<file path="config.mk">
export PLATFORM = sky130hd
export DESIGN_NAME = tvc_ctrl
export DESIGN_NICKNAME = d
export VERILOG_FILES = /design/src/rtl/tvc_pkg.sv /design/src/rtl/tvc_tick_gen.sv /design/src/rtl/tvc_table.sv /design/src/rtl/tvc_range_sel.sv /design/src/rtl/tvc_slew.sv /design/src/rtl/tvc_ctrl.sv
export SDC_FILE = /design/constraint.sdc
export NUM_CORES = 1
export LEC_CHECK = 0
export ABC_CLOCK_PERIOD_IN_PS = 5300
export BUFFER_PORTS_ARGS = -buffer_cell sky130_fd_sc_hd__buf_2
export CAP_MARGIN = 20
export CORE_MARGIN = 4
export CORE_UTILIZATION = 40
export CTS_CLUSTER_SIZE = 20
export DETAILED_ROUTE_END_ITERATION = 8
export GPL_ROUTABILITY_DRIVEN = 0
export SLEW_MARGIN = 10
export SYNTH_ARGS = -nofsm -noshare
export SYNTH_HDL_FRONTEND = slang
export SYNTH_HIERARCHICAL = 1
export SYNTH_SLANG_ARGS = --single-unit
</file>
<file path="constraint.sdc">
create_clock -name clk -period 5.3 [get_ports clk]
set_input_delay 0 -clock clk [delete_from_list [all_inputs] [get_ports clk]]
set_output_delay 0 -clock clk [all_outputs]
set_load 0.005 [all_outputs]
</file>
<file path="src/rtl/tvc_pkg.sv">
// Shared types and helpers for the temperature-indexed voltage controller.
// Assumes codes are unsigned counts of regulator steps.
package tvc_pkg;

    typedef enum logic [1:0] {
        SLEW_HOLD = 2'd0,
        SLEW_UP   = 2'd1,
        SLEW_DOWN = 2'd2
    } slew_dir_e;

    // Pick the direction that moves cur toward tgt.
    function automatic slew_dir_e slew_dir(input logic [15:0] cur, input logic [15:0] tgt);
        if (tgt > cur)      return SLEW_UP;
        else if (tgt < cur) return SLEW_DOWN;
        else                return SLEW_HOLD;
    endfunction

endpackage

</file>
<file path="src/rtl/tvc_tick_gen.sv">
// Update-strobe divider: pulses tick for one cycle every div+1 cycles.
// Assumes div may change at any time; an overshot count restarts at zero.
module tvc_tick_gen #(
    parameter int TICK_W = 16
) (
    input  logic              clk,
    input  logic              rst_n,
    input  logic [TICK_W-1:0] div,
    output logic              tick
);
    logic [TICK_W-1:0] cnt_q;

    assign tick = (cnt_q >= div);

    // Count cycles and wrap when the strobe fires.
    always_ff @(posedge clk) begin
        if (!rst_n)    cnt_q <= '0;
        else if (tick) cnt_q <= '0;
        else           cnt_q <= cnt_q + 1'b1;
    end
endmodule

</file>
<file path="src/rtl/tvc_table.sv">
// Per-frequency range table: each entry holds an upper temperature bound and
// a voltage code. Exposes every bound of the read table, the code at the
// read index, and the code of range 0 (the cold fallback).
// Assumes entries are written in order of rising bound by the loader.
module tvc_table #(
    parameter int NFREQ      = 4,
    parameter int NRANGE     = 8,
    parameter int TEMP_W     = 8,
    parameter int VCODE_W    = 8,
    parameter int RESET_CODE = 112,
    localparam int FREQ_W    = (NFREQ  > 1) ? $clog2(NFREQ)  : 1,
    localparam int IDX_W     = (NRANGE > 1) ? $clog2(NRANGE) : 1
) (
    input  logic                     clk,
    input  logic                     rst_n,
    input  logic                     wr_en,
    input  logic [FREQ_W-1:0]        wr_freq,
    input  logic [IDX_W-1:0]         wr_idx,
    input  logic [TEMP_W-1:0]        wr_bound,
    input  logic [VCODE_W-1:0]       wr_code,
    input  logic [FREQ_W-1:0]        rd_freq,
    input  logic [IDX_W-1:0]         rd_idx,
    output logic [NRANGE*TEMP_W-1:0] rd_bounds,
    output logic [VCODE_W-1:0]       rd_code,
    output logic [VCODE_W-1:0]       rd_cold_code
);
    logic [TEMP_W-1:0]  bound_q [NFREQ][NRANGE];
    logic [VCODE_W-1:0] code_q  [NFREQ][NRANGE];

    generate
        for (genvar f = 0; f < NFREQ; f++) begin : g_freq
            for (genvar r = 0; r < NRANGE; r++) begin : g_rng
                // Hold one entry; load it on a matching write.
                always_ff @(posedge clk) begin
                    if (!rst_n) begin
                        bound_q[f][r] <= '1;
                        code_q[f][r]  <= VCODE_W'(RESET_CODE);
                    end else if (wr_en && (int'(wr_freq) == f) && (int'(wr_idx) == r)) begin
                        bound_q[f][r] <= wr_bound;
                        code_q[f][r]  <= wr_code;
                    end
                end
                // Flatten the bounds of the read table.
                assign rd_bounds[r*TEMP_W +: TEMP_W] = bound_q[rd_freq][r];
            end
        end
    endgenerate

    assign rd_code      = code_q[rd_freq][rd_idx];
    assign rd_cold_code = code_q[rd_freq][0];
endmodule

</file>
<file path="src/rtl/tvc_range_sel.sv">
// Temperature range tracker with hysteresis. On each tick with a valid
// temperature, finds the lowest range whose bound covers the reading and
// accepts it only if the reading clears the boundary by the hysteresis band.
// Assumes the bounds rise with the range index.
module tvc_range_sel #(
    parameter int NRANGE  = 8,
    parameter int TEMP_W  = 8,
    parameter int HYST_W  = 4,
    localparam int IDX_W  = (NRANGE > 1) ? $clog2(NRANGE) : 1,
    localparam int SUM_W  = ((TEMP_W > HYST_W) ? TEMP_W : HYST_W) + 2
) (
    input  logic                     clk,
    input  logic                     rst_n,
    input  logic                     tick,
    input  logic                     temp_valid,
    input  logic [TEMP_W-1:0]        temp,
    input  logic [HYST_W-1:0]        hyst,
    input  logic [NRANGE*TEMP_W-1:0] bounds,
    output logic [IDX_W-1:0]         range_q
);
    logic [IDX_W-1:0] raw_idx;
    logic [SUM_W-1:0] temp_w, hyst_w, cur_bound_w, low_bound_w;
    logic             go_up, go_down;

    // Lowest range whose bound is at or above the reading.
    always_comb begin
        raw_idx = IDX_W'(NRANGE - 1);
        for (int i = NRANGE - 1; i >= 0; i--) begin
            if (temp <= bounds[i*TEMP_W +: TEMP_W]) raw_idx = IDX_W'(i);
        end
    end

    // Boundary tests against the current range, widened to avoid overflow.
    always_comb begin
        temp_w      = SUM_W'(temp);
        hyst_w      = SUM_W'(hyst);
        cur_bound_w = SUM_W'(bounds[int'(range_q)*TEMP_W +: TEMP_W]);
        low_bound_w = '0;
        if (range_q != '0)
            low_bound_w = SUM_W'(bounds[(int'(range_q) - 1)*TEMP_W +: TEMP_W]);
        go_up   = (raw_idx > range_q) && (temp_w >= cur_bound_w + hyst_w + SUM_W'(1));
        go_down = (raw_idx < range_q) && (temp_w + hyst_w <= low_bound_w);
    end

    // Commit a new range on a tick with a trusted reading.
    always_ff @(posedge clk) begin
        if (!rst_n)
            range_q <= '0;
        else if (tick && temp_valid && (go_up || go_down))
            range_q <= raw_idx;
    end
endmodule

</file>
<file path="src/rtl/tvc_slew.sv">
// Step-wise slewer: on each tick moves the output code one step toward the
// target. Assumes the target is already clamped to the floor.
module tvc_slew
    import tvc_pkg::*;
#(
    parameter int VCODE_W    = 8,
    parameter int RESET_CODE = 112
) (
    input  logic               clk,
    input  logic               rst_n,
    input  logic               tick,
    input  logic [VCODE_W-1:0] tgt,
    output logic [VCODE_W-1:0] code_q
);
    slew_dir_e dir;

    // Direction of the next step.
    always_comb dir = slew_dir(16'(code_q), 16'(tgt));

    // Issue at most one step per tick.
    always_ff @(posedge clk) begin
        if (!rst_n)
            code_q <= VCODE_W'(RESET_CODE);
        else if (tick) begin
            case (dir)
                SLEW_UP:   code_q <= code_q + 1'b1;
                SLEW_DOWN: code_q <= code_q - 1'b1;
                default:   code_q <= code_q;
            endcase
        end
    end
endmodule

</file>
<file path="src/rtl/tvc_ctrl.sv">
// Top of the temperature-indexed supply voltage controller. Ties together the
// tick divider, the per-frequency table, the range tracker and the slewer,
// and clamps the target to the floor. Assumes RESET_CODE >= FLOOR_CODE.
module tvc_ctrl #(
    parameter int NFREQ      = 4,
    parameter int NRANGE     = 8,
    parameter int TEMP_W     = 8,
    parameter int VCODE_W    = 8,
    parameter int HYST_W     = 4,
    parameter int TICK_W     = 16,
    parameter int FLOOR_CODE = 104,
    parameter int RESET_CODE = 112,
    localparam int FREQ_W    = (NFREQ  > 1) ? $clog2(NFREQ)  : 1,
    localparam int IDX_W     = (NRANGE > 1) ? $clog2(NRANGE) : 1
) (
    input  logic               clk,
    input  logic               rst_n,
    input  logic [TICK_W-1:0]  tick_div,
    input  logic [HYST_W-1:0]  hyst_band,
    input  logic [TEMP_W-1:0]  temp,
    input  logic               temp_valid,
    input  logic [FREQ_W-1:0]  freq_sel,
    input  logic               wr_en,
    input  logic [FREQ_W-1:0]  wr_freq,
    input  logic [IDX_W-1:0]   wr_idx,
    input  logic [TEMP_W-1:0]  wr_bound,
    input  logic [VCODE_W-1:0] wr_code,
    output logic [VCODE_W-1:0] volt_code,
    output logic [VCODE_W-1:0] volt_tgt
);
    localparam logic [VCODE_W-1:0] FLOOR_V = VCODE_W'(FLOOR_CODE);

    logic                     tick;
    logic [IDX_W-1:0]         range_idx;
    logic [NRANGE*TEMP_W-1:0] bounds;
    logic [VCODE_W-1:0]       sel_code, cold_code, raw_tgt;

    tvc_tick_gen #(.TICK_W(TICK_W)) u_tick (
        .clk(clk), .rst_n(rst_n), .div(tick_div), .tick(tick)
    );

    tvc_table #(
        .NFREQ(NFREQ), .NRANGE(NRANGE), .TEMP_W(TEMP_W),
        .VCODE_W(VCODE_W), .RESET_CODE(RESET_CODE)
    ) u_table (
        .clk(clk), .rst_n(rst_n),
        .wr_en(wr_en), .wr_freq(wr_freq), .wr_idx(wr_idx),
        .wr_bound(wr_bound), .wr_code(wr_code),
        .rd_freq(freq_sel), .rd_idx(range_idx),
        .rd_bounds(bounds), .rd_code(sel_code), .rd_cold_code(cold_code)
    );

    tvc_range_sel #(.NRANGE(NRANGE), .TEMP_W(TEMP_W), .HYST_W(HYST_W)) u_range (
        .clk(clk), .rst_n(rst_n), .tick(tick), .temp_valid(temp_valid),
        .temp(temp), .hyst(hyst_band), .bounds(bounds), .range_q(range_idx)
    );

    // Choose the table target, falling back to the cold entry, then clamp to the floor.
    always_comb begin
        raw_tgt  = temp_valid ? sel_code : cold_code;
        volt_tgt = (raw_tgt < FLOOR_V) ? FLOOR_V : raw_tgt;
    end

    tvc_slew #(.VCODE_W(VCODE_W), .RESET_CODE(RESET_CODE)) u_slew (
        .clk(clk), .rst_n(rst_n), .tick(tick), .tgt(volt_tgt), .code_q(volt_code)
    );
endmodule

</file>
==> results of run 1 <==
-- worst register-to-register path: stages, from the launching register on --
cell	delay, ps
dfxtp_4	400
buf_6	170
mux4_2	320
mux4_2	470
mux2_2	320
o2111a_4	310
a311oi_4	310
nor2_2	90
ha_1	320
nor2b_4	140
o211ai_2	180
a21oi_2	90
or2_2	310
inv_2	100
buf_4	150
ha_1	190
o211ai_1	130
o21ai_2	200
a31oi_2	120
o21a_1	140
or4_1	470
a21oi_1	160
-- timing repair --
| action | CTS | global route |
|---|---|---|
| setup buffers | 3 | 3 |
| gates resized for setup | 4 | 16 |
| hold endpoints to repair | 39 | 0 |
| pin swaps | 0 | 2 |
| endpoints found under the setup margin | 3 | 6 |
| hold buffers | 3 | 0 |
-- power by group --
part	leakage (nW)	internal, mW	total (mW)	switching, mW
registers	5.28	4.88	4.94	0.0636
logic	5.03	0.488	1.27	0.786
clock network	0.866	2.23	3.88	1.65
total	11.2	7.59	10.1	2.50
-- worst max path at each step --
stage	start	to	slack [ps]	cells after the start
after CTS	u_range/range_q[0]$_SDFFE_PN0P_	u_slew/code_q[7]$_SDFFE_PN0P_	40	21
after global placement	freq_sel[0]	u_range/range_q[2]$_SDFFE_PN0P_	60	19
after detailed placement	u_range/range_q[0]$_SDFFE_PN0P_	u_slew/code_q[7]$_SDFFE_PN0P_	-50	21
final	u_range/range_q[0]$_SDFFE_PN0P_	u_slew/code_q[7]$_SDFFE_PN0P_	160	21
after global routing	u_range/range_q[0]$_SDFFE_PN0P_	u_range/range_q[2]$_SDFFE_PN0P_	-6	19
after floorplan	u_range/range_q[0]$_SDFFE_PN0P_	u_slew/code_q[6]$_SDFFE_PN1P_	20	21
-- state kept, by name (all words and copies together) (netlist names) --
name	count
u_slew/code_q	8
u_table/code_q	256
u_table/bound_q	256
u_tick/cnt_q	16
u_range/range_q	3
-- per-layer routing --
metal	vias to the layer above	routed length, um	track usage, %
met5	-	22	0
met2	711	38600	33.5
li1	8454	-	-
met1	9679	34800	29.3
met3	115	5760	3.07
met4	4	1900	5.90
-- per-stage QoR --
stage	instance area (um^2)	hold WS, ps	instances	total power [mW]
CTS	32300	17.0	3232	10.1
detailed placement	30500	437	3124	6.27
floorplan	28800	88.9	2198	5.79
global placement	30400	441	3120	6.22
global route	32500	75.9	3240	10.5
finish	32500	56.6	3241	10.1
-- cell usage after synthesis, types with 16 or more instances --
master    number  area share (%)
nand2_1       57            0.74
xnor2_1       21            0.64
or3_1        355             7.7
inv_1         94             1.2
buf_2         21            0.37
nand3_1       30            0.52
o21ai_0       46            0.80
nor2_1        72            0.94
and2_1       162             3.5
a21oi_1       54            0.94
dfxtp_1       27             1.9
mux4_2       127             9.9
ha_1         117             5.1
nor2b_1       19            0.41
a21o_1        16            0.42
clkbuf_1     144             1.9
mux2i_1       93             3.2
o22ai_1       16            0.35
edfxtp_1     512              53
-- cell families (layout without fill, tap and decap cells) --
kind of cell             Yosys count  count (layout)  share of synthesized area, %
AND/OR/NAND/NOR                  768             768                          15.5
flip-flops                       539             539                          55.3
buffers and inverters            283             375                          4.05
AO/OA/AOI/OAI                    229             229                          5.29
multiplexers                     226             226                          13.5
adder cells (fa/ha/maj)          120             120                          5.29
XOR/XNOR                          33              33                          1.03
other                              0               1                             0
-- cell type report --
cell class	count	area, um^2	share of cell area, %
inverters	96	365	1.12
clock inverters	29	246	0.759
diodes	1	2.50	0.00770
repair buffers	177	1310	4.03
well taps	950	1190	3.66
flip-flops and latches	539	15900	49.0
multi-input cells	1376	11900	36.7
clock buffers	73	1540	4.73
==> results.json, run 1 <==
{
  "status": "finished, final reports clean",
  "cp-start-kind": "flip-flop",
  "pwr_density_cell_nw_per_um2": 311,
  "drive_above_1_share_pct": 20.1,
  "reg2reg_depth": 21,
  "max_slew_margin_pct": 24.1,
  "r2r-start": "u_range/range_q[0]$_SDFFE_PN0P_",
  "min_to": "u_table/code_q[1][41]$_SDFFCE_PN0P_",
  "hpwl_um": 53100,
  "insertion_delay_ps": 620,
  "yosysSeqAreaShare_pct": 55.3,
  "r2r-end": "u_slew/code_q[7]$_SDFFE_PN0P_",
  "syn_avg_cell_area_um2": 13.1,
  "grt_pass1_wl_um": 122000,
  "min_path_cells": 2,
  "most-common-layout-cells": "edfxtp_1 (512), or3_1 (355), and2_1 (162)",
  "drtPass1Iterations": 6,
  "crit_arrival_ps": 5690,
  "rows": 98,
  "routed_wirelength_um": 81100,
  "start_util_pct": 40.3,
  "coreArea_um2": 71400,
  "slowest_delay_ps": 470,
  "n_fill_cell": 6369,
  "syn_area_um2": 28800,
  "cts_root_buffer": "clkbuf_16",
  "grtUsageTotal_pct": 20.7,
  "crit_slowest_cell": "mux4_2",
  "viasPerCell": 5.85,
  "reg2reg_setup_slack_ps": 160,
  "finalCriticalPeriod_ps": 5140,
  "place_ws_ps": -49.8,
  "num_vias": 19000,
  "max_cap_viol_count": 0,
  "grt_max_degree": 89,
  "leakage_nw": 11.2,
  "clock.fmax_ghz": 0.194,
  "hold_start": "wr_code[1]",
  "ys_warn_count": 70,
  "fin_skew_ps": 22.7,
  "cp_max_fo": 7,
  "hp-class": "in -> reg",
  "grt_overflow": 0,
  "cts_sinks": 539,
  "grt_pass1_vias": 19200,
  "critical_path_required_ps": 5850,
  "layout_commonest_cell": "edfxtp_1",
  "cts_tree": "yes",
  "detail_route.wl_per_cell_um": 25.0,
  "area_growth_pct": 12.9,
  "drtIter0Drc": 1875,
  "yosys_most_used_dff": "edfxtp_1",
  "end_kind": "flip-flop",
  "finish.utilization_pct": 45.5,
  "io_buffers": 70,
  "clk_pin_slew_ps": 60,
  "ioPinCount": 71,
  "synth_edf_count": 512,
  "hold_viol": 0,
  "crit_family": "compound AO/OA/AOI/OAI gates",
  "route.detailed.drc": 0,
  "antenna_found_initial": 4,
  "dieHeight_um": 276,
  "die_x_um": 276,
  "ant_nets": 0,
  "report.final.slew_viol_count": 0,
  "synth_cells": 2198,
  "synth-async-reset-ratio_pct": 0,
  "period_share_pct": 97.1,
  "fin_ws_ps": 155,
  "crit_buf_inv": 3,
  "cts_made_buffers": 57,
  "final.setup.tns_ps": 0,
  "yosys_register_bits": 539,
  "worstPathCellList": "buf_6 -> mux4_2 -> mux4_2 -> mux2_2 -> o2111a_4 -> a311oi_4 -> nor2_2 -> ha_1 -> nor2b_4 -> o211ai_2 -> a21oi_2 -> or2_2 -> inv_2 -> buf_4 -> ha_1 -> o211ai_1 -> o21ai_2 -> a31oi_2 -> o21a_1 -> or4_1 -> a21oi_1",
  "clockBufferDepth": 3,
  "final_nets": 2422,
  "htree_levels": 2,
  "setup_violations": 0,
  "crit_type": "reg -> reg",
  "synth_nets": 2373,
  "die-area_um2": 76300,
  "synth_cell_types": 80,
  "ir_worst_vdd_mv": 0.260,
  "worst_pin_slew_ps": 1140
}
Power figures use the tool's default switching activity.
==> run 2: changes to the inputs <==
REMOVE_ABC_BUFFERS = 1   (was not set)
==> run 2 against run 1 <==
  * Cell count grew 0.28%
  * Combinational power is essentially flat
  * Clock power is essentially flat
  * Critical path type unchanged
  * Clock skew shrank 2.4 ps
  * Register-to-register slack is essentially flat
  * Worst setup slack gained 5.6 ps
  * Critical path depth shrank 1
  * Final area grew 0.54%
  * Utilization grew 0.25 points
  * Fmax grew 0.11%
  * Sequential share of layout area shrank 0.26 points
  * Die area is the same
==> results.json, run 2 (synthesis gave the netlist of run 1 again) <==
{
  "post_dp_cell_area_um2": 30400,
  "leakage_nw": 11.3,
  "min_path_cells": 3,
  "hpwl_um": 52100,
  "place_ws_ps": -192,
  "multi_input_area_um2": 11900,
  "cts_hold_buffers": 0,
  "grt_max_degree": 97,
  "insertion_delay_ps": 620,
  "coreArea_um2": 71400,
  "start_util_pct": 40.3,
  "drive_above_1_share_pct": 20.8,
  "fin_ws_ps": 161,
  "cp-start-kind": "flip-flop",
  "crit_arrival_ps": 5640,
  "cts_tree": "yes",
  "finalCriticalPeriod_ps": 5140,
  "viasPerCell": 5.79,
  "status": "finished, final reports clean",
  "switching_share_pct": 24.6,
  "routed_wirelength_um": 79700,
  "internal_power_mw": 7.64,
  "critical_path_required_ps": 5800,
  "p_sw_mw": 2.50,
  "reg2reg_depth": 20,
  "detail_route.wl_per_cell_um": 24.5,
  "dr_wl_met3_um": 4770,
  "regArea_um2": 15900,
  "setup_violations": 0,
  "cts_made_buffers": 58,
  "drtPass1Iterations": 8,
  "rsz0062_at_grt": "true",
  "final_nets": 2426,
  "fin_skew_ps": 20.3,
  "rows": 98,
  "max_slew_margin_pct": 22.0,
  "clk_pin_slew_ps": 60,
  "cts_root_buffer": "clkbuf_16",
  "report.final.slew_viol_count": 0,
  "period_share_pct": 97.0,
  "diodes": 0,
  "hold_viol": 0,
  "clockBufferDepth": 3,
  "dieHeight_um": 276,
  "wl_met2_um": 39000,
  "grt_pass1_vias": 19200,
  "final_area_um2": 32700,
  "cts_sinks": 539,
  "power_frac_comb_pct": 12.7,
  "clock.fmax_ghz": 0.195,
  "die_x_um": 276,
  "grtUsageTotal_pct": 20.3,
  "cp_max_fo": 11,
  "grt_pass1_wl_um": 121000,
  "finish.utilization_pct": 45.8,
  "reg.largest.list": "u_table/bound_q (256), u_table/code_q (256), u_tick/cnt_q (16)",
  "io_buffers": 70,
  "end_kind": "flip-flop",
  "pwr_density_cell_nw_per_um2": 310,
  "antenna_found_initial": 1,
  "ioPinCount": 71,
  "die-area_um2": 76300,
  "p_total_mw": 10.1,
  "hp-class": "in -> reg",
  "max_cap_viol_count": 0,
  "most-common-layout-cells": "edfxtp_1 (512), or3_1 (355), and2_1 (162)",
  "ir_worst_vdd_mv": 0.258,
  "area_growth_pct": 13.5,
  "n_fill_cell": 6381,
  "htree_levels": 2,
  "wl_met1_um": 33700,
  "num_vias": 18800,
  "ant_nets": 0,
  "crit_type": "reg -> reg",
  "layout_commonest_cell": "edfxtp_1",
  "worst_pin_slew_ps": 1170,
  "top_layer_used": "met4",
  "drtIter0Drc": 1672,
  "grt_overflow": 0,
  "clock_power_share_pct": 38.6,
  "route.detailed.drc": 0,
  "p_seq_share_pct": 48.7
}
[run 2: changes by cell type in the layout (fill, tap and decap cells not counted), sizes merged]
cell,change
clkbuf,+4
dlygate4sd3,-3
buf,+5
clkinv,+3
diode,-1
inv,+1
[run 2: worst paths after layout]
check,slack (ps),from,to
worst min-delay path,30,wr_freq[0],u_table/code_q[1][5]$_SDFFCE_PN1P_
worst min register to register,470,u_tick/cnt_q[0]$_SDFF_PP0_,u_tick/cnt_q[0]$_SDFF_PP0_
worst max register to register,160,u_range/range_q[0]$_SDFFE_PN0P_,u_slew/code_q[6]$_SDFFE_PN1P_
worst max-delay path,160,u_range/range_q[0]$_SDFFE_PN0P_,u_slew/code_q[6]$_SDFFE_PN1P_
[run 2: metal layers]
metal | track usage [%] | vias up
met2 | 34.2 | 632
met1 | 27.9 | 9589
met3 | 2.37 | 123
met4 | 6.37 | 0
li1 | - | 8471
met5 | 0 | -
[run 2: cell type report]
type / count / area share (%)
clock buffers: 76 / 4.78
clock inverters: 33 / 0.804
inverters: 96 / 1.12
multi-input cells: 1376 / 36.6
flip-flops and latches: 539 / 48.7
well taps: 950 / 3.64
repair buffers: 180 / 4.36
[run 2: worst max-delay path: stages, from the launching register on]
cell and delay (ps):
dfxtp_4 390, buf_12 160, mux4_2 320, mux4_2 530
mux2_4 310, o2111a_4 290, a311oi_4 300, nor2_2 90
ha_1 330, nor2b_4 130, o211ai_2 190, a21oi_2 80
or2_2 290, inv_1 100, ha_1 260, nor2b_1 150
o21a_1 190, o21a_1 190, o21a_1 170, or3_1 300
a31o_2 240
[run 2: through the flow]
stage | hold WS, ps | TNS [ps] | cells
final | 32.1 | 0 | 3250
after global routing | 55.8 | -55.0 | 3250
after CTS | 8.58 | 0 | 3229
after detailed placement | 427 | -192 | 3120
after global placement | 430 | -109 | 3116
after floorplan | 88.9 | -20770 | 2011
[run 2: power by group through the flow]
stage	clock [mW]	combinational (mW)	sequential [mW]
global placement	0	1.20	5.02
detailed placement	0	1.25	5.04
global route	4.17	1.40	4.96
CTS	3.99	1.25	4.95
floorplan	0	0.697	5.01
finish	3.91	1.29	4.94
[run 2: what timing repair did]
item                                    CTS  global route
gates resized for setup                   2            21
buffers inserted                          0             2
cloned                                    0             1
endpoints found under the setup margin    3             4
pin swaps                                 1             3
